**src/rtl/stm_pkg.sv**
```systemverilog
package stm_pkg;

   typedef enum logic [1:0] {
      ST_IDLE  = 2'd0,
      ST_FETCH = 2'd1,
      ST_WRITE = 2'd2
   } stm_state_e;

endpackage

```
**src/rtl/stm_span.sv**
```systemverilog
module stm_span #(
   parameter int IDX_W = 4
) (
   input  logic [IDX_W-1:0] first_i,
   input  logic [IDX_W-1:0] last_i,
   output logic [IDX_W-1:0] offs_o
);

   // Modulo subtraction: the index width equals log2 of the register count,
   // so the natural wrap of the difference gives the circular distance.
   always_comb begin
      offs_o = last_i - first_i;
   end

endmodule

```
**src/rtl/stm_walk.sv**
```systemverilog
module stm_walk #(
   parameter int IDX_W  = 4,
   parameter int ADDR_W = 32,
   parameter int STEP   = 4
) (
   input  logic              clk,
   input  logic              rst_n,
   input  logic              load_i,
   input  logic              adv_i,
   input  logic [IDX_W-1:0]  first_i,
   input  logic [ADDR_W-1:0] base_i,
   output logic [IDX_W-1:0]  idx_o,
   output logic [ADDR_W-1:0] addr_o
);

   localparam logic [ADDR_W-1:0] ADDR_INC = ADDR_W'(STEP);
   localparam logic [IDX_W-1:0]  IDX_INC  = IDX_W'(1);

   always_ff @(posedge clk) begin
      if (!rst_n) begin
         idx_o  <= '0;
         addr_o <= '0;
      end else if (load_i) begin
         idx_o  <= first_i;
         addr_o <= base_i;
      end else if (adv_i) begin
         idx_o  <= idx_o + IDX_INC;
         addr_o <= addr_o + ADDR_INC;
      end
   end

   a_r3_no_load_and_adv : assert property (@(posedge clk) disable iff (!rst_n)
      !(load_i && adv_i));

endmodule

```
**src/rtl/stm_ctrl.sv**
```systemverilog
module stm_ctrl
   import stm_pkg::*;
#(
   parameter int IDX_W    = 4,
   parameter int READ_LAT = 0
) (
   input  logic             clk,
   input  logic             rst_n,
   input  logic             start_i,
   input  logic [IDX_W-1:0] offs_i,
   input  logic             wr_ready_i,
   output logic             load_o,
   output logic             adv_o,
   output logic             wr_valid_o,
   output logic             busy_o,
   output logic             done_o
);

   stm_state_e       state_q, state_d;
   stm_state_e       issue_state;
   logic [IDX_W-1:0] left_q, left_d;
   logic             done_d;
   logic             last_beat;

   // Variant choice: with a registered register-file read a fetch cycle
   // precedes every write; otherwise writes are issued back to back.
   generate
      if (READ_LAT == 0) begin : g_direct
         assign issue_state = ST_WRITE;
      end else begin : g_staged
         assign issue_state = ST_FETCH;
      end
   endgenerate

   assign last_beat = (left_q == '0);

   always_comb begin
      state_d    = state_q;
      left_d     = left_q;
      done_d     = 1'b0;
      load_o     = 1'b0;
      adv_o      = 1'b0;
      wr_valid_o = 1'b0;
      unique case (state_q)
         ST_IDLE: begin
            if (start_i) begin
               load_o  = 1'b1;
               left_d  = offs_i;
               state_d = issue_state;
            end
         end
         ST_FETCH: begin
            state_d = ST_WRITE;
         end
         ST_WRITE: begin
            wr_valid_o = 1'b1;
            if (wr_ready_i) begin
               if (last_beat) begin
                  done_d  = 1'b1;
                  state_d = ST_IDLE;
               end else begin
                  adv_o   = 1'b1;
                  left_d  = left_q - IDX_W'(1);
                  state_d = issue_state;
               end
            end
         end
         default: state_d = ST_IDLE;
      endcase
   end

   always_ff @(posedge clk) begin
      if (!rst_n) begin
         state_q <= ST_IDLE;
         left_q  <= '0;
         done_o  <= 1'b0;
      end else begin
         state_q <= state_d;
         left_q  <= left_d;
         done_o  <= done_d;
      end
   end

   assign busy_o = (state_q != ST_IDLE);

   a_r7_done_single : assert property (@(posedge clk) disable iff (!rst_n)
      done_o |=> !done_o);

   a_r7_done_after_accept : assert property (@(posedge clk) disable iff (!rst_n)
      done_o |-> $past(wr_valid_o && wr_ready_i));

   a_r8_start_ignored : assert property (@(posedge clk) disable iff (!rst_n)
      (busy_o && start_i && !(wr_valid_o && wr_ready_i)) |=> $stable(left_q));

endmodule

```
**src/rtl/regrange_store.sv**
```systemverilog
module regrange_store #(
   parameter int NUM_REGS = 16,
   parameter int DATA_W   = 32,
   parameter int ADDR_W   = 32,
   parameter int READ_LAT = 0,
   parameter int CC_W     = 2
) (
   input  logic                       clk,
   input  logic                       rst_n,
   input  logic                       start_i,
   input  logic [$clog2(NUM_REGS)-1:0] first_idx_i,
   input  logic [$clog2(NUM_REGS)-1:0] last_idx_i,
   input  logic [ADDR_W-1:0]          base_addr_i,
   output logic                       busy_o,
   output logic                       done_o,
   output logic [$clog2(NUM_REGS)-1:0] rf_rd_idx_o,
   input  logic [DATA_W-1:0]          rf_rd_data_i,
   output logic                       mem_wr_valid_o,
   input  logic                       mem_wr_ready_i,
   output logic [ADDR_W-1:0]          mem_wr_addr_o,
   output logic [DATA_W-1:0]          mem_wr_data_o,
   input  logic [CC_W-1:0]            cc_i,
   output logic [CC_W-1:0]            cc_o
);

   localparam int IDX_W = $clog2(NUM_REGS);
   localparam int STEP  = DATA_W / 8;

   generate
      if (NUM_REGS < 2 || (NUM_REGS & (NUM_REGS - 1)) != 0) begin : g_bad_regs
         $error("NUM_REGS must be a power of two of at least 2");
      end
      if (DATA_W < 8 || (DATA_W % 8) != 0) begin : g_bad_data
         $error("DATA_W must be a whole number of bytes");
      end
      if (READ_LAT < 0 || READ_LAT > 1) begin : g_bad_lat
         $error("READ_LAT must be 0 or 1");
      end
      if (ADDR_W < 2) begin : g_bad_addr
         $error("ADDR_W too small");
      end
   endgenerate

   logic [IDX_W-1:0] offs;
   logic             load;
   logic             adv;

   stm_span #(
      .IDX_W (IDX_W)
   ) u_span (
      .first_i (first_idx_i),
      .last_i  (last_idx_i),
      .offs_o  (offs)
   );

   stm_ctrl #(
      .IDX_W    (IDX_W),
      .READ_LAT (READ_LAT)
   ) u_ctrl (
      .clk        (clk),
      .rst_n      (rst_n),
      .start_i    (start_i),
      .offs_i     (offs),
      .wr_ready_i (mem_wr_ready_i),
      .load_o     (load),
      .adv_o      (adv),
      .wr_valid_o (mem_wr_valid_o),
      .busy_o     (busy_o),
      .done_o     (done_o)
   );

   stm_walk #(
      .IDX_W  (IDX_W),
      .ADDR_W (ADDR_W),
      .STEP   (STEP)
   ) u_walk (
      .clk     (clk),
      .rst_n   (rst_n),
      .load_i  (load),
      .adv_i   (adv),
      .first_i (first_idx_i),
      .base_i  (base_addr_i),
      .idx_o   (rf_rd_idx_o),
      .addr_o  (mem_wr_addr_o)
   );

   assign mem_wr_data_o = rf_rd_data_i;
   assign cc_o          = cc_i;

   a_r2_first_beat : assert property (@(posedge clk) disable iff (!rst_n)
      $rose(busy_o) |-> (mem_wr_addr_o == $past(base_addr_i)
                         && rf_rd_idx_o == $past(first_idx_i)));

   a_r3_step : assert property (@(posedge clk) disable iff (!rst_n)
      (mem_wr_valid_o && mem_wr_ready_i && busy_o) |=>
         (!busy_o || (mem_wr_addr_o == $past(mem_wr_addr_o) + ADDR_W'(STEP)
                      && rf_rd_idx_o == $past(rf_rd_idx_o) + IDX_W'(1))));

   a_r6_hold : assert property (@(posedge clk) disable iff (!rst_n)
      (mem_wr_valid_o && !mem_wr_ready_i) |=>
         (mem_wr_valid_o && $stable(mem_wr_addr_o) && $stable(rf_rd_idx_o)));

   a_r7_idle_on_done : assert property (@(posedge clk) disable iff (!rst_n)
      done_o |-> (!busy_o && !mem_wr_valid_o));

endmodule

```
**config.mk**
```make
export PLATFORM = sky130hd
export DESIGN_NAME = regrange_store
export DESIGN_NICKNAME = d
export VERILOG_FILES = /design/src/rtl/stm_pkg.sv /design/src/rtl/stm_span.sv /design/src/rtl/stm_walk.sv /design/src/rtl/stm_ctrl.sv /design/src/rtl/regrange_store.sv
export SDC_FILE = /design/constraint.sdc
export NUM_CORES = 1
export LEC_CHECK = 0
export BUFFER_PORTS_ARGS = -buffer_cell sky130_fd_sc_hd__buf_4
export CAP_MARGIN = 20
export CORE_MARGIN = 2
export CORE_UTILIZATION = 35
export CTS_CLUSTER_SIZE = 40
export DETAILED_ROUTE_END_ITERATION = 12
export GPL_ROUTABILITY_DRIVEN = 0
export GPL_TIMING_DRIVEN = 0
export PLACE_DENSITY = 0.67
export SKIP_LAST_GASP = 1
export SYNTH_ARGS = -nofsm -noshare
export SYNTH_HDL_FRONTEND = slang
export SYNTH_SLANG_ARGS = --single-unit
```
**constraint.sdc**
```tcl
create_clock -name clk -period 1.8 [get_ports clk]
set_clock_uncertainty 0.1 [all_clocks]
set_input_delay 0.09 -clock clk [delete_from_list [all_inputs] [get_ports clk]]
set_output_delay 0.09 -clock clk [all_outputs]
set_load 0.005 [all_outputs]
```
-- Yosys cells after proc, flatten, opt, wreduce, memory -nomap -nowiden
Cells that the tools add are included.
- register bits after elaboration: 43
- input bits: 78
- output and inout bits: 73
- add/sub/neg operators: 4
- equality and inequality tests: 5
- multiplexer cells: 19
- reductions and logical operators: 8
- operators by type and width (operator ; number):
    $mux W32 ; 2
    $add A32 B3 Y32 const B ; 1
    $mux W4 ; 5
    $pmux W4 S2 ; 1
    $mux W1 ; 7
    $mux W2 ; 3
    $ne A2 B2 Y1 const B ; 3
    $pmux W2 S3 ; 1
    $reduce_bool A2 Y1 ; 3
    $add A4 B1 Y4 const B ; 1
    $logic_not A4 Y1 ; 1
    $reduce_and A4 Y1 ; 1
    $sub A4 B1 Y4 const B ; 1
    $sub A4 B4 Y4 ; 1
    $reduce_and A3 Y1 ; 1
    $eq A2 B1 Y1 const B ; 1
    $eq A2 B2 Y1 const B ; 1
    $logic_not A2 Y1 ; 1
    $reduce_and A2 Y1 ; 1

-- Logic depth before layout (Yosys ltp)
- depth after elaboration: 6
- gate-level depth with buffers: 9
- depth with buffers taken out: 8

-- Modules after synthesis
A second synthesis with hierarchy kept.
- cell total of the unflattened synthesis: 345
- area total of the unflattened synthesis: 2817.7 um^2
- by module, submodules not included (module ; times used ; cells an instance ; area an instance (um^2) ; seq. area each (um^2)):
    stm_walk ; 1 ; 257 ; 2082.0 ; 720.7
    stm_ctrl ; 1 ; 39 ; 364.1 ; 120.1
    regrange_store ; 1 ; 34 ; 255.2 ; 0.0
    stm_span ; 1 ; 15 ; 116.4 ; 0.0

-- Worst setup path after synthesis
No wires, ideal clock.
- path type: register to register
- start: register u_ctrl.left_q[0]
- end: register u_walk.addr_o[31]
- setup time: 124 ps
- data arrival time: 1779 ps
- slack: -202 ps
- stages on the path, launching flop included: 10
- cells stage by stage: dfxtp_1 inv_1 ha_1 or3b_4 and2_4 buf_6 and4b_1 buf_6 a311oi_2 nor3_2
- longest elaborated chain between the ends: 5
- RTL lines (what ; line ; text):
    from (decl) ; stm_ctrl.sv:21 ; logic [IDX_W-1:0] left_q, left_d;
    from (signal assigned) ; stm_ctrl.sv:79 ; left_q <= left_d;
    $logic_not A4 Y1 ; stm_ctrl.sv:35 ; assign last_beat = (left_q == '0);
    $mux W1 ; stm_ctrl.sv:58 ; if (last_beat) begin
    $mux W1 ; stm_ctrl.sv:57 ; if (wr_ready_i) begin
    $mux W1 ; stm_ctrl.sv:44 ; unique case (state_q)
    $reduce_bool A2 Y1 (no source line) ; -- ;
    to (signal assigned) ; stm_walk.sv:25 ; addr_o <= base_i;
    to (signal assigned) ; stm_walk.sv:28 ; addr_o <= addr_o + ADDR_INC;
    to (decl) ; stm_walk.sv:13 ; output logic [ADDR_W-1:0] addr_o
Every way passes these cells.
A chain may end at the register's enable or synchronous reset.

-- Worst setup path after layout
- start: register u_ctrl.left_q[1]
- end: register u_walk.addr_o[19]
The elaborated chain is that of the path after synthesis.

==> flow_metrics.py <==
metrics = {
    "synth": {
        "synth_seq_cells": 42,
        "ys_seq_area_share_pct": 32.35,
        "syn-num-nets": 395,
        "synth_area_per_cell_um2": 8.383,
        "yosys.cell_types.count": 40,
        "synth_area_um2": 2599,
        "syn_inst": 310,
        "yosysWarnings": 0,
    },
    "flow_run": {
        "drv_cap": 0,
    },
    "worst_hold_path": {
        "hold_depth": 3,
        "min_path_type": "in2reg",
    },
    "detailed_routing": {
        "drc": 0,
        "drtIter0Drc": 104,
        "avgViaCountPerCell": 4.986,
        "firstDrtPassIters": 4,
        "wire_per_inst_um": 15.24,
        "drtAntennaViolNets": 0,
        "num_vias": 2897,
        "finalWirelength_um": 8855,
    },
    "clock_tree": {
        "tritoncts": "yes",
        "clkSinkCount": 42,
        "cts.clk_slew.worst_paths_ps": 90,
        "cts_max_level": 2,
        "clockBufferDepth": 2,
        "clk_latency_ps": 310,
        "numCtsBuffers": 5,
        "ctsRootBufferMaster": "clkbuf_8",
    },
    "pwr": {
        "power.total_uw": 2782,
        "p_per_area_nw_per_um2": 621.5,
        "power.leakage_uw": 0.001987,
        "vdd_drop_max_mv": 0.3711,
    },
    "floorplan": {
        "ios": 151,
        "placeableCoreArea_um2": 7214,
        "die_h_um": 90.17,
        "die_area_um2": 8131,
        "initial_utilization_pct": 36.02,
        "rows": 31,
        "chipWidth_um": 90.17,
    },
    "grt": {
        "grt_max_degree": 14,
        "grt_pass1_wl_um": 13150,
        "grt_pass1_vias": 2698,
        "grtUsageTotal_pct": 19.67,
        "antenna_found_initial": 0,
        "grt_overflow": 0,
    },
    "sta": {
        "setup_viol": 25,
        "tightest_slew_ps": 546.6,
        "timing.final.ws_setup_ps": -195.1,
        "hold_viol_final": 2,
        "max_slew_margin_pct": 63.56,
        "rsz0062_at_grt": "yes",
        "holdWs_ps": -5.722,
        "fin_crit_ps": 1995,
        "max_freq_ghz": 0.5012,
        "slew_viol_final": 0,
        "period_share_pct": 110.8,
    },
    "place": {
        "dp_hpwl_um": 5766,
        "placed_area_um2": 3635,
        "portBuffers": 115,
    },
    "critical_path": {
        "crit_arrival_ps": 2080,
        "end_kind": "flip-flop",
        "crit_required_ps": 1890,
        "cp-start-kind": "flip-flop",
        "critPathKind": "reg2reg",
        "crit_path_max_fanout": 6,
        "r2r_cells": 9,
    },
    "finish": {
        "antenna_cells": 0,
        "drive_gt1_share_pct": 49.59,
        "layout_commonest_cell": "buf_4",
        "final_nets": 566,
        "syn_to_final_growth_pct": 72.22,
        "layout_common_cells": "buf_4, dfxtp_1, a21oi_1, o21ai_0, dlygate4sd3_1",
        "stdcell_area_um2": 4476,
        "fill_cells": 650,
    },
    "run_status": {
        "violations": "negative hold slack, negative setup slack",
        "status": "finished with violations",
    },
}
[final timing paths]
path / from / to / slack (ps)
hold reg to reg: u_walk.addr_o[1] / u_walk.addr_o[1] / 360
hold / removal: base_addr_i[22] / u_walk.addr_o[22] / -6
setup / recovery: u_ctrl.left_q[1] / u_walk.addr_o[19] / -200
setup reg to reg: u_ctrl.left_q[1] / u_walk.addr_o[19] / -200
[cells in the mapped netlist]
master / number / area share, %
a211oi_1: 9 / 2.6
a21o_1: 1 / 0.29
a21oi_1: 29 / 5.6
a221oi_1: 1 / 0.34
a311o_1: 1 / 0.39
a311oi_1: 6 / 2.0
a311oi_2: 1 / 0.58
and2_1: 3 / 0.72
and2_4: 1 / 0.34
and3_1: 2 / 0.48
and4_1: 9 / 3.0
and4b_1: 1 / 0.39
buf_1: 2 / 0.29
buf_2: 2 / 0.39
buf_4: 37 / 11
buf_6: 2 / 0.87
clkbuf_1: 10 / 1.4
dfxtp_1: 42 / 32
fa_1: 1 / 0.77
ha_1: 6 / 2.9
inv_1: 10 / 1.4
mux2_2: 1 / 0.43
mux2i_1: 3 / 1.2
nand2_1: 19 / 2.7
nand2b_1: 1 / 0.24
nand3_1: 10 / 1.9
nand4_1: 6 / 1.4
nand4_4: 2 / 1.6
nor2_1: 13 / 1.9
nor3_1: 10 / 1.9
nor3_2: 1 / 0.39
nor3b_1: 3 / 0.87
nor4_1: 5 / 1.2
nor4b_1: 1 / 0.34
o211ai_1: 1 / 0.29
o21ai_0: 27 / 5.2
or3_1: 1 / 0.24
or3b_4: 1 / 0.43
xnor2_1: 19 / 6.4
xor2_1: 10 / 3.4
[per-stage QoR]
step	util, %	TNS (ps)	hold WS (ps)	std cells	setup slack (ps)
3_3_place_gp	50.38	-5809	240.1	524	-279.3
6_report	62.04	-2339	-5.722	581	-195.1
3_5_place_dp	50.38	-6644	246.2	524	-286.6
5_1_grt	62.04	-4087	7.124	581	-235.9
4_1_cts	57.63	-1494	7.259	566	-155.3
2_1_floorplan	-	-636.9	126.0	310	-128.3
[layer usage]
layer | share of wire (%) | up-vias | global-route usage [%] | wire length [µm]
li1 | - | 1421 | - | -
met1 | 42 | 1329 | 25.75 | 3697
met2 | 49 | 124 | 32.71 | 4329
met3 | 6.5 | 23 | 3.269 | 575
met4 | 2.9 | 0 | 7.051 | 253
met5 | 0 | - | 0 | 0
[power breakdown]
group          total [µW]  switching [µW]  internal (µW)
logic                 870             355            514
clock network         770             356            414
registers            1140             123           1020
[cells by family after synthesis]
| family | count (synthesis) | synth area share, % |
|---|---|---|
| AO/OA/AOI/OAI | 76 | 17.28 |
| XOR/XNOR | 29 | 9.774 |
| adder cells (fa/ha/maj) | 7 | 3.659 |
| buffers and inverters | 63 | 15.12 |
| flip-flops | 42 | 32.35 |
| multiplexers | 4 | 1.589 |
| AND/OR/NAND/NOR | 89 | 20.22 |
[worst max-delay path, stage by stage (launching register included)]
cell and delay [ps]:
dfxtp_2 340, inv_2 80, ha_4 120, or3b_4 420, buf_4 160, nand4_1 130, buf_6 170, nor3_2 60
xnor2_1 180, a21oi_1 90
[state kept, by name (all words and copies together), names as in the netlist]
signal and cells:
u_walk.addr_o 32, u_ctrl.left_q 4, u_walk.idx_o 4, u_ctrl.done_o 1, u_ctrl.state_q 1
[repair_timing]
item,4_1_cts,5_1_grt
endpoints found under the hold margin,27,0
resized for setup,22,45
pin swaps,11,37
endpoints found under the setup margin,37,38
hold buffers,27,0
setup buffers,9,12
cloned,0,3
[final cells by class]
cell class              count  area (µm²)  area share (%)
flip-flops and latches     42       860.8           19.23
repair buffers            164        1350           30.16
clock buffers               6       72.57           1.621
plain buffers              51       359.1           8.023
inverters                  10       37.54          0.8387
well taps                  99       123.9           2.768
multi-input cells         207        1634           36.51
clock inverters             2       37.54          0.8387
Power figures use the tool's default switching activity.
